### src/rtl/gm_pkg.sv
package gm_pkg;
  typedef enum logic {GM_NORMAL = 1'b0, GM_SKIP = 1'b1} gm_mode_e;

  localparam int GM_NUM_THR  = 4;
  localparam int GM_IDX_ENTER   = 0;
  localparam int GM_IDX_GATE    = 1;
  localparam int GM_IDX_RESTART = 2;
  localparam int GM_IDX_FULL    = 3;

  // Unsigned level comparisons on millivolt codes (zero-extended to 16 bits).
  function automatic logic mv_below(input logic [15:0] level, input logic [15:0] thr);
    return level < thr;
  endfunction

  function automatic logic mv_at_or_above(input logic [15:0] level, input logic [15:0] thr);
    return !(level < thr);
  endfunction
endpackage

### src/rtl/gm_thresh_regs.sv
module gm_thresh_regs #(
  parameter int MV_W = 12,
  parameter int NUM  = 4,
  parameter logic [NUM*MV_W-1:0] RESET_VALS = '0,
  localparam int ADDR_W = (NUM > 1) ? $clog2(NUM) : 1
) (
  input  logic                clk,
  input  logic                rst_n,
  input  logic                wr,
  input  logic [ADDR_W-1:0]   addr,
  input  logic [MV_W-1:0]     data,
  output logic [NUM*MV_W-1:0] thr_flat
);
  for (genvar i = 0; i < NUM; i++) begin : g_thr
    logic [MV_W-1:0] val;
    always_ff @(posedge clk or negedge rst_n) begin
      if (!rst_n)                             val <= RESET_VALS[i*MV_W +: MV_W];
      else if (wr && addr == ADDR_W'(i))      val <= data;
    end
    assign thr_flat[i*MV_W +: MV_W] = val;
  end
endmodule

### src/rtl/gm_compare.sv
module gm_compare
  import gm_pkg::*;
#(
  parameter int MV_W = 12
) (
  input  logic [MV_W-1:0]            vdc_mv,
  input  logic [MV_W-1:0]            vfb_mv,
  input  logic [GM_NUM_THR*MV_W-1:0] thr_flat,
  output logic                       vdc_lt_enter,
  output logic                       vdc_ge_gate,
  output logic                       vfb_lt_restart,
  output logic                       vfb_ge_full
);
  logic [MV_W-1:0] t_enter, t_gate, t_restart, t_full;
  assign t_enter   = thr_flat[GM_IDX_ENTER*MV_W   +: MV_W];
  assign t_gate    = thr_flat[GM_IDX_GATE*MV_W    +: MV_W];
  assign t_restart = thr_flat[GM_IDX_RESTART*MV_W +: MV_W];
  assign t_full    = thr_flat[GM_IDX_FULL*MV_W    +: MV_W];

  assign vdc_lt_enter   = mv_below(16'(vdc_mv), 16'(t_enter));
  assign vdc_ge_gate    = mv_at_or_above(16'(vdc_mv), 16'(t_gate));
  assign vfb_lt_restart = mv_below(16'(vfb_mv), 16'(t_restart));
  assign vfb_ge_full    = mv_at_or_above(16'(vfb_mv), 16'(t_full));
endmodule

### src/rtl/gm_fsm.sv
module gm_fsm
  import gm_pkg::*;
(
  input  logic clk,
  input  logic rst_n,
  input  logic tick,
  input  logic vdc_lt_enter,
  input  logic vdc_ge_gate,
  input  logic vfb_lt_restart,
  input  logic vfb_ge_full,
  output logic mode_skip,
  output logic evt_enter,
  output logic evt_restart,
  output logic pfc_en,
  output logic pwm_en,
  output logic green,
  output logic ss_req
);
  gm_mode_e mode;

  assign mode_skip   = (mode == GM_SKIP);
  assign evt_enter   = tick && !mode_skip && vdc_lt_enter && vfb_ge_full;
  assign evt_restart = tick && mode_skip && vfb_lt_restart;

  always_ff @(posedge clk or negedge rst_n) begin
    if (!rst_n) begin
      mode   <= GM_NORMAL;
      pfc_en <= 1'b1;
      pwm_en <= 1'b1;
      green  <= 1'b0;
      ss_req <= 1'b0;
    end else begin
      ss_req <= 1'b0;
      if (tick) begin
        unique case (mode)
          GM_NORMAL: begin
            if (evt_enter) begin
              mode   <= GM_SKIP;
              pfc_en <= 1'b0;
              green  <= 1'b1;
              pwm_en <= vdc_ge_gate;
            end else begin
              pfc_en <= 1'b1;
              pwm_en <= 1'b1;
              green  <= 1'b0;
            end
          end
          GM_SKIP: begin
            if (evt_restart) begin
              mode   <= GM_NORMAL;
              pfc_en <= 1'b1;
              pwm_en <= 1'b1;
              green  <= 1'b0;
              ss_req <= 1'b1;
            end else begin
              pwm_en <= vdc_ge_gate;
            end
          end
          default: mode <= GM_NORMAL;
        endcase
      end
    end
  end
endmodule

### src/rtl/gm_ctrl.sv
module gm_ctrl
  import gm_pkg::*;
#(
  parameter int MV_W = 12,
  parameter logic [MV_W-1:0] RST_ENTER   = 12'd1300,
  parameter logic [MV_W-1:0] RST_GATE    = 12'd1580,
  parameter logic [MV_W-1:0] RST_RESTART = 12'd2250,
  parameter logic [MV_W-1:0] RST_FULL    = 12'd2500,
  localparam int ADDR_W = $clog2(GM_NUM_THR)
) (
  input  logic              clk,
  input  logic              rst_n,
  input  logic              tick,
  input  logic [MV_W-1:0]   vdc_mv,
  input  logic [MV_W-1:0]   vfb_mv,
  input  logic              cfg_wr,
  input  logic [ADDR_W-1:0] cfg_addr,
  input  logic [MV_W-1:0]   cfg_data,
  output logic              pfc_en,
  output logic              pwm_en,
  output logic              green,
  output logic              ss_req
);
  localparam logic [GM_NUM_THR*MV_W-1:0] RST_VALS = {RST_FULL, RST_RESTART, RST_GATE, RST_ENTER};

  logic [GM_NUM_THR*MV_W-1:0] thr_flat;
  logic vdc_lt_enter, vdc_ge_gate, vfb_lt_restart, vfb_ge_full;
  logic mode_skip, evt_enter, evt_restart;

  gm_thresh_regs #(.MV_W(MV_W), .NUM(GM_NUM_THR), .RESET_VALS(RST_VALS)) u_regs (
    .clk(clk), .rst_n(rst_n), .wr(cfg_wr), .addr(cfg_addr), .data(cfg_data),
    .thr_flat(thr_flat)
  );

  gm_compare #(.MV_W(MV_W)) u_cmp (
    .vdc_mv(vdc_mv), .vfb_mv(vfb_mv), .thr_flat(thr_flat),
    .vdc_lt_enter(vdc_lt_enter), .vdc_ge_gate(vdc_ge_gate),
    .vfb_lt_restart(vfb_lt_restart), .vfb_ge_full(vfb_ge_full)
  );

  gm_fsm u_fsm (
    .clk(clk), .rst_n(rst_n), .tick(tick),
    .vdc_lt_enter(vdc_lt_enter), .vdc_ge_gate(vdc_ge_gate),
    .vfb_lt_restart(vfb_lt_restart), .vfb_ge_full(vfb_ge_full),
    .mode_skip(mode_skip), .evt_enter(evt_enter), .evt_restart(evt_restart),
    .pfc_en(pfc_en), .pwm_en(pwm_en), .green(green), .ss_req(ss_req)
  );
endmodule

### config.mk
export PLATFORM = sky130hd
export DESIGN_NAME = gm_ctrl
export DESIGN_NICKNAME = d
export VERILOG_FILES = /design/src/rtl/gm_pkg.sv /design/src/rtl/gm_thresh_regs.sv /design/src/rtl/gm_compare.sv /design/src/rtl/gm_fsm.sv /design/src/rtl/gm_ctrl.sv
export SDC_FILE = /design/constraint.sdc
export NUM_CORES = 1
export LEC_CHECK = 0
export BUFFER_PORTS_ARGS = -buffer_cell sky130_fd_sc_hd__buf_2
export CORE_UTILIZATION = 39
export CTS_CLUSTER_SIZE = 30
export DETAILED_ROUTE_END_ITERATION = 16
export SLEW_MARGIN = 25
export SYNTH_ARGS = -nofsm -noshare
export SYNTH_HDL_FRONTEND = slang
export SYNTH_SLANG_ARGS = --single-unit
### constraint.sdc
create_clock -name clk -period 6.25 [get_ports clk]
set_input_delay 1.25 -clock clk [delete_from_list [all_inputs] [get_ports clk]]
set_output_delay 1.25 -clock clk [all_outputs]
set_load 0.1 [all_outputs]
== Word-level counts from Yosys, hierarchy flattened ==
Index checks and enable logic that the tools add are counted.

* Add/sub/neg operators: 0
* Multipliers: 0
* Divide/modulo/power cells: 0
* $lt $le $gt $ge: 4
* Eq/ne operators: 4
* Shift operators: 0
* Mux-type cells: 14
* Bitwise gates (word level): 1
* Reductions and logical operators: 14

{| class="wikitable"
|+ Operator list
! kind !! number
|-
| $lt A12 B12 Y1 || 4
|-
| $mux W1 || 10
|-
| $logic_and A1 B1 Y1 || 9
|-
| $pmux W1 S2 || 4
|-
| $eq A2 B2 Y1 const B || 2
|-
| $logic_not A1 Y1 || 3
|-
| $eq A2 B1 Y1 const B || 1
|-
| $logic_not A2 Y1 || 1
|-
| $ne A2 B2 Y1 const B || 1
|-
| $reduce_and A2 Y1 || 1
|-
| $not A1 Y1 || 1
|}

* Bits in registers: 53
* Bits in latches: 0
* RAM bits: 0
* Memory bits (read-only): 0
* Input bits: 42
* Output and inout port bits: 4
* Logic and storage cells: 46
* Memories: 0

== Depth between registers and ports, before layout ==
* Depth in word-level cells: 6
* Gate-level depth with buffers: 8
* Gate-level depth less buffers: 8

== Hierarchy ==
A second synthesis with hierarchy kept.

* Cell total of the unflattened synthesis: 272
* Area, all modules: 3148.0 µm²

{| class="wikitable"
|+ By module, submodules not included
! module !! times used !! cells an instance !! area each (µm²) !! sequential area each (µm²)
|-
| gm_thresh_regs || 1 || 104 || 1825.5 || 1224.9
|-
| gm_compare || 1 || 148 || 1098.6 || 0.0
|-
| gm_fsm || 1 || 20 || 224.0 || 127.6
|}

== Worst setup path after synthesis ==
Ideal clock, no wire load.

* Kind: input-to-reg
* From: input vfb_mv[10]
* To: register u_fsm.pwm_en
* Library setup time: 0.068 ns
* Arrival: 2.774 ns
* Data required time: 6.182 ns
* Setup slack: 3.407 ns
* Stages: 7
* Buffers on the path: 0
* Cells stage by stage: ha_1 > a21oi_1 > nand2_1 > a2111oi_0 > o32ai_1 > a31o_1 > a21oi_2

* Cells in the longest elaborated chain, start to end: 5
* Elaborated cells on any way between the ends: 8
* Classes of those cells: order compare (2); mux (3); reduce/logical (3)

{| class="wikitable"
|+ Ends and longest elaborated chain
! what !! RTL line !! RTL
|-
| start, declared || gm_ctrl.sv:15 || <nowiki>input logic [MV_W-1:0] vfb_mv,</nowiki>
|-
| $lt A12 B12 Y1 || gm_pkg.sv:16 || <nowiki>return !(level < thr);</nowiki>
|-
| $logic_not A1 Y1 || gm_pkg.sv:16 ||
|-
| $logic_and A1 B1 Y1 || gm_fsm.sv:22 || <nowiki>assign evt_enter = tick && !mode_skip && vdc_lt_enter && vfb_ge_full;</nowiki>
|-
| $mux W1 || gm_fsm.sv:37 || <nowiki>if (evt_enter) begin</nowiki>
|-
| $pmux W1 S2 (*) || gm_fsm.sv:35 || <nowiki>unique case (mode)</nowiki>
|-
| end signal, assigned || gm_fsm.sv:41 || <nowiki>pwm_en <= vdc_ge_gate;</nowiki>
|-
| end signal, assigned || gm_fsm.sv:56 || <nowiki>pwm_en <= vdc_ge_gate;</nowiki>
|-
| end, declared || gm_fsm.sv:15 || <nowiki>output logic pwm_en,</nowiki>
|}

Every way passes the cells marked *; elsewhere a longest branch is shown, timed or not.
A chain may end at the register's enable or synchronous reset.

== Worst setup path after layout ==
Same ends and word-level chain as after synthesis.

==> results by group <==
Run status
  – Status: finished clean

Pwr
  – Total power: 1.01 mW
  – Worst VDD drop: 131 µV
  – Leakage: 1.74 nW
  – Cell Pwr Density: 286 nW/µm²

Worst setup path
  – CP peak stage delay: 0.57 ns
  – Crit path DAT: 3.16 ns
  – Crit start category: input port
  – Crit Path Class: in2reg
  – Slowest CP cell: a2111oi_0
  – Crit. End Element: flop
  – Worst path cell trace: buf_2 > ha_1 > a21oi_1 > nand2_1 > a2111oi_0 > o32ai_1 > a31o_1 > a21oi_2
  – Critical path fanouts, max: 3
  – CP Data Required Time: 6.49 ns
  – Worst path top cell family by delay: compound AO/OA/AOI/OAI gates
  – WP buf/inv: 1

Placement
  – Placer Congestion: 0.821
  – Port Buffers: 45
  – Hpwl dp: 4.66 mm

STA
  – RSZ-0062 raised after global routing: no
  – Final TNS setup: 0 ns
  – Fin. max-slew vios: 0
  – Worst-Margin Slew: 0.714 ns
  – Worst clock skew: 0.00340 ns
  – Period minus WS final: 2.93 ns
  – Max Fclk: 0.342 GHz
  – Rel. slew slack: 52.3%
  – Final period utilization: 46.8%
  – Final-report hold violation count: 0
  – Final setup viols: 0

Clock network
  – # H-tree levels: 2
  – Post-CTS Setup Repair Bufs: 0
  – Clock Tree Buf Depth: 2
  – Resize count post-CTS: 0
  – Skew-Pair Late Insertion Delay: 0.30 ns
  – CTS Buf Count: 5
  – TritonCTS clock tree: done
  – Clock Root Buffer: clkbuf_8
  – Clock slew at reported path FFs: 0.09 ns
  – Sink Count: 53
  – Hold-fix buffers, CTS: 0

Synth
  – Main synth FF type: dfrtp_1
  – EDFF count, synth: 0
  – Syn_nets: 369
  – #FFs+latches synth: 53
  – Synth warn: 0
  – Post-synth top area share: 25.9%
  – Mapped Cells: 283
  – Synth area leaders: dfrtp_1 (26%), dfstp_2 (18%), ha_1 (18%)
  – Mapped Avg Cell Area: 10.9 µm²
  – Sequential element share of the synthesized area: 43.8%
  – Post-synthesis async set-or-reset flop share: 100%
  – Post-synthesis cell area: 3090 µm²
  – Post-synth top area cell: dfrtp_1
  – Synth cell types: 36

GRT
  – Largest net degree at the start of global routing: 54
  – Vias in the first global route: 2,163
  – GRT overflow: 0
  – GRT Overall Usage: 15.9%
  – Initial antenna violation count: 0
  – Global-route wire length before repair: 10.2 mm

Detailed routing
  – Residual DRC: 0
  – First DRT Iteration DRCs: 43
  – WL/cell: 13.9 µm
  – Router iterations before antenna repair: 4
  – DRT Wirelength: 6.05 mm
  – DR vias/cell: 4.92
  – Routed Antenna Nets: 0
  – Vias: 2,142

Die
  – Die Footprint: 8280 µm²
  – Die extent in x: 91.0 µm
  – I/O pin count: 46
  – Initial Util: 40.2%
  – Die height: 91.0 µm
  – Core Region: 7690 µm²
  – Rows: 32

Run
  – Max-cap violations: 0

Layout
  – N_diodes: 0
  – Share of cells above drive strength 1: 34.8%
  – # nets final: 418
  – Area delta synth->final: 14.0%

Worst hold path
  – Worst hold path class: reg2reg
through the flow:
| stage | area, µm² | instances | hold WS (ns) | utilization, % | worst slack [ns] |
|---|---|---|---|---|---|
| 4_1_cts | 3520 | 435 | 0.515 | 45.8 | 3.34 |
| 6_report | 3520 | 435 | 0.511 | 45.8 | 3.32 |
| 3_5_place_dp | 3440 | 427 | 0.493 | 44.8 | 3.04 |
| 3_3_place_gp | 3440 | 427 | 0.489 | 44.8 | 3.17 |
| 5_1_grt | 3520 | 435 | 0.537 | 45.8 | 3.16 |
| 2_1_floorplan | 3090 | 283 | 0.465 | - | 3.41 |
flip-flops by register name, summed over array words and instances (netlist names):
name,flops
u_fsm.ss_req,1
u_regs.g_thr.val,48
u_fsm.green,1
u_fsm.pfc_en,1
u_fsm.mode_skip,1
u_fsm.pwm_en,1
cell usage after synthesis, types with 5 or more instances:
library cell   n
a21o_1         5
a21oi_1       11
dfrtp_1       32
dfstp_2       21
ha_1          44
inv_1         46
mux2_2        37
nand2_1       19
nand3_1        6
nand4_1        6
nor2_1         7
o21ai_0        8
o21ai_1        5
cell usage in the layout, fill, tap and decap left out, types with 2 or more instances in the layout:
cell type / synthesis / routed
nor2_1: 7 / 7
a2111oi_0: 4 / 4
ha_1: 44 / 44
a211oi_1: 2 / 2
clkbuf_8: 0 / 5
o21ai_1: 5 / 5
o21a_1: 2 / 2
o21ai_0: 8 / 8
a21o_1: 5 / 5
dfstp_2: 21 / 21
o31a_1: 2 / 2
buf_2: 0 / 45
dfrtp_1: 32 / 32
nand2_1: 19 / 19
inv_1: 46 / 46
buf_4: 0 / 2
nand4_1: 6 / 6
nand2b_1: 4 / 4
a21oi_1: 11 / 11
nand3b_1: 2 / 2
nand3_1: 6 / 6
clkbuf_1: 2 / 3
mux2_2: 37 / 37
power by group:
part           switching (mW)  internal [mW]
Combinational           0.216          0.139
Clock                   0.106         0.0800
Sequential             0.0338          0.434
cell type report:
type | instances | area, µm²
clock buffer | 8 | 80.1
sequential | 53 | 1350
inverter | 46 | 173
timing repair buffer | 47 | 240
tap | 102 | 128
multi-input combinational | 179 | 1550
fill | 777 | 4160
routing by layer:
metal  track usage [%]  vias up  routed length (µm)
met5                 0        -                   0
met4              4.89        0                  72
met1              21.8     1010                2930
met3              2.93        7                 197
li1                  -     1084                   -
met2              25.6       41                2840
worst reg2reg max path, delay by kind of cell, from the launching register on:
family          cells  cell delay [ns]
compound gates      5             1.38
buf+inv             1             0.04
simple gates        1             0.05
flops               1             0.53
fa+ha+maj           1             0.30
final timing paths:
kind,from,end,slack (ns),depth (start not counted)
min in group asynchronous,rst_n,u_regs.g_thr[0].val[9],1.07,2
worst max-delay path,vfb_mv[10],u_fsm.pwm_en,3.32,8
worst max register to register,u_regs.g_thr[2].val[7],u_fsm.pwm_en,3.90,8
worst min-delay path,u_regs.g_thr[3].val[4],u_regs.g_thr[3].val[4],0.51,1
worst min register to register,u_regs.g_thr[3].val[4],u_regs.g_thr[3].val[4],0.51,1
max in group asynchronous,rst_n,u_regs.g_thr[2].val[5],4.73,2
logic make-up after synthesis:
kind of cell | share of synthesized area, %
buffers and inverters | 6.19
AO/OA/AOI/OAI | 10.2
flip-flops | 43.8
adder cells (fa/ha/maj) | 17.8
multiplexers | 13.5
AND/OR/NAND/NOR | 8.50
No activity file was read; power rests on OpenSTA's default activity.
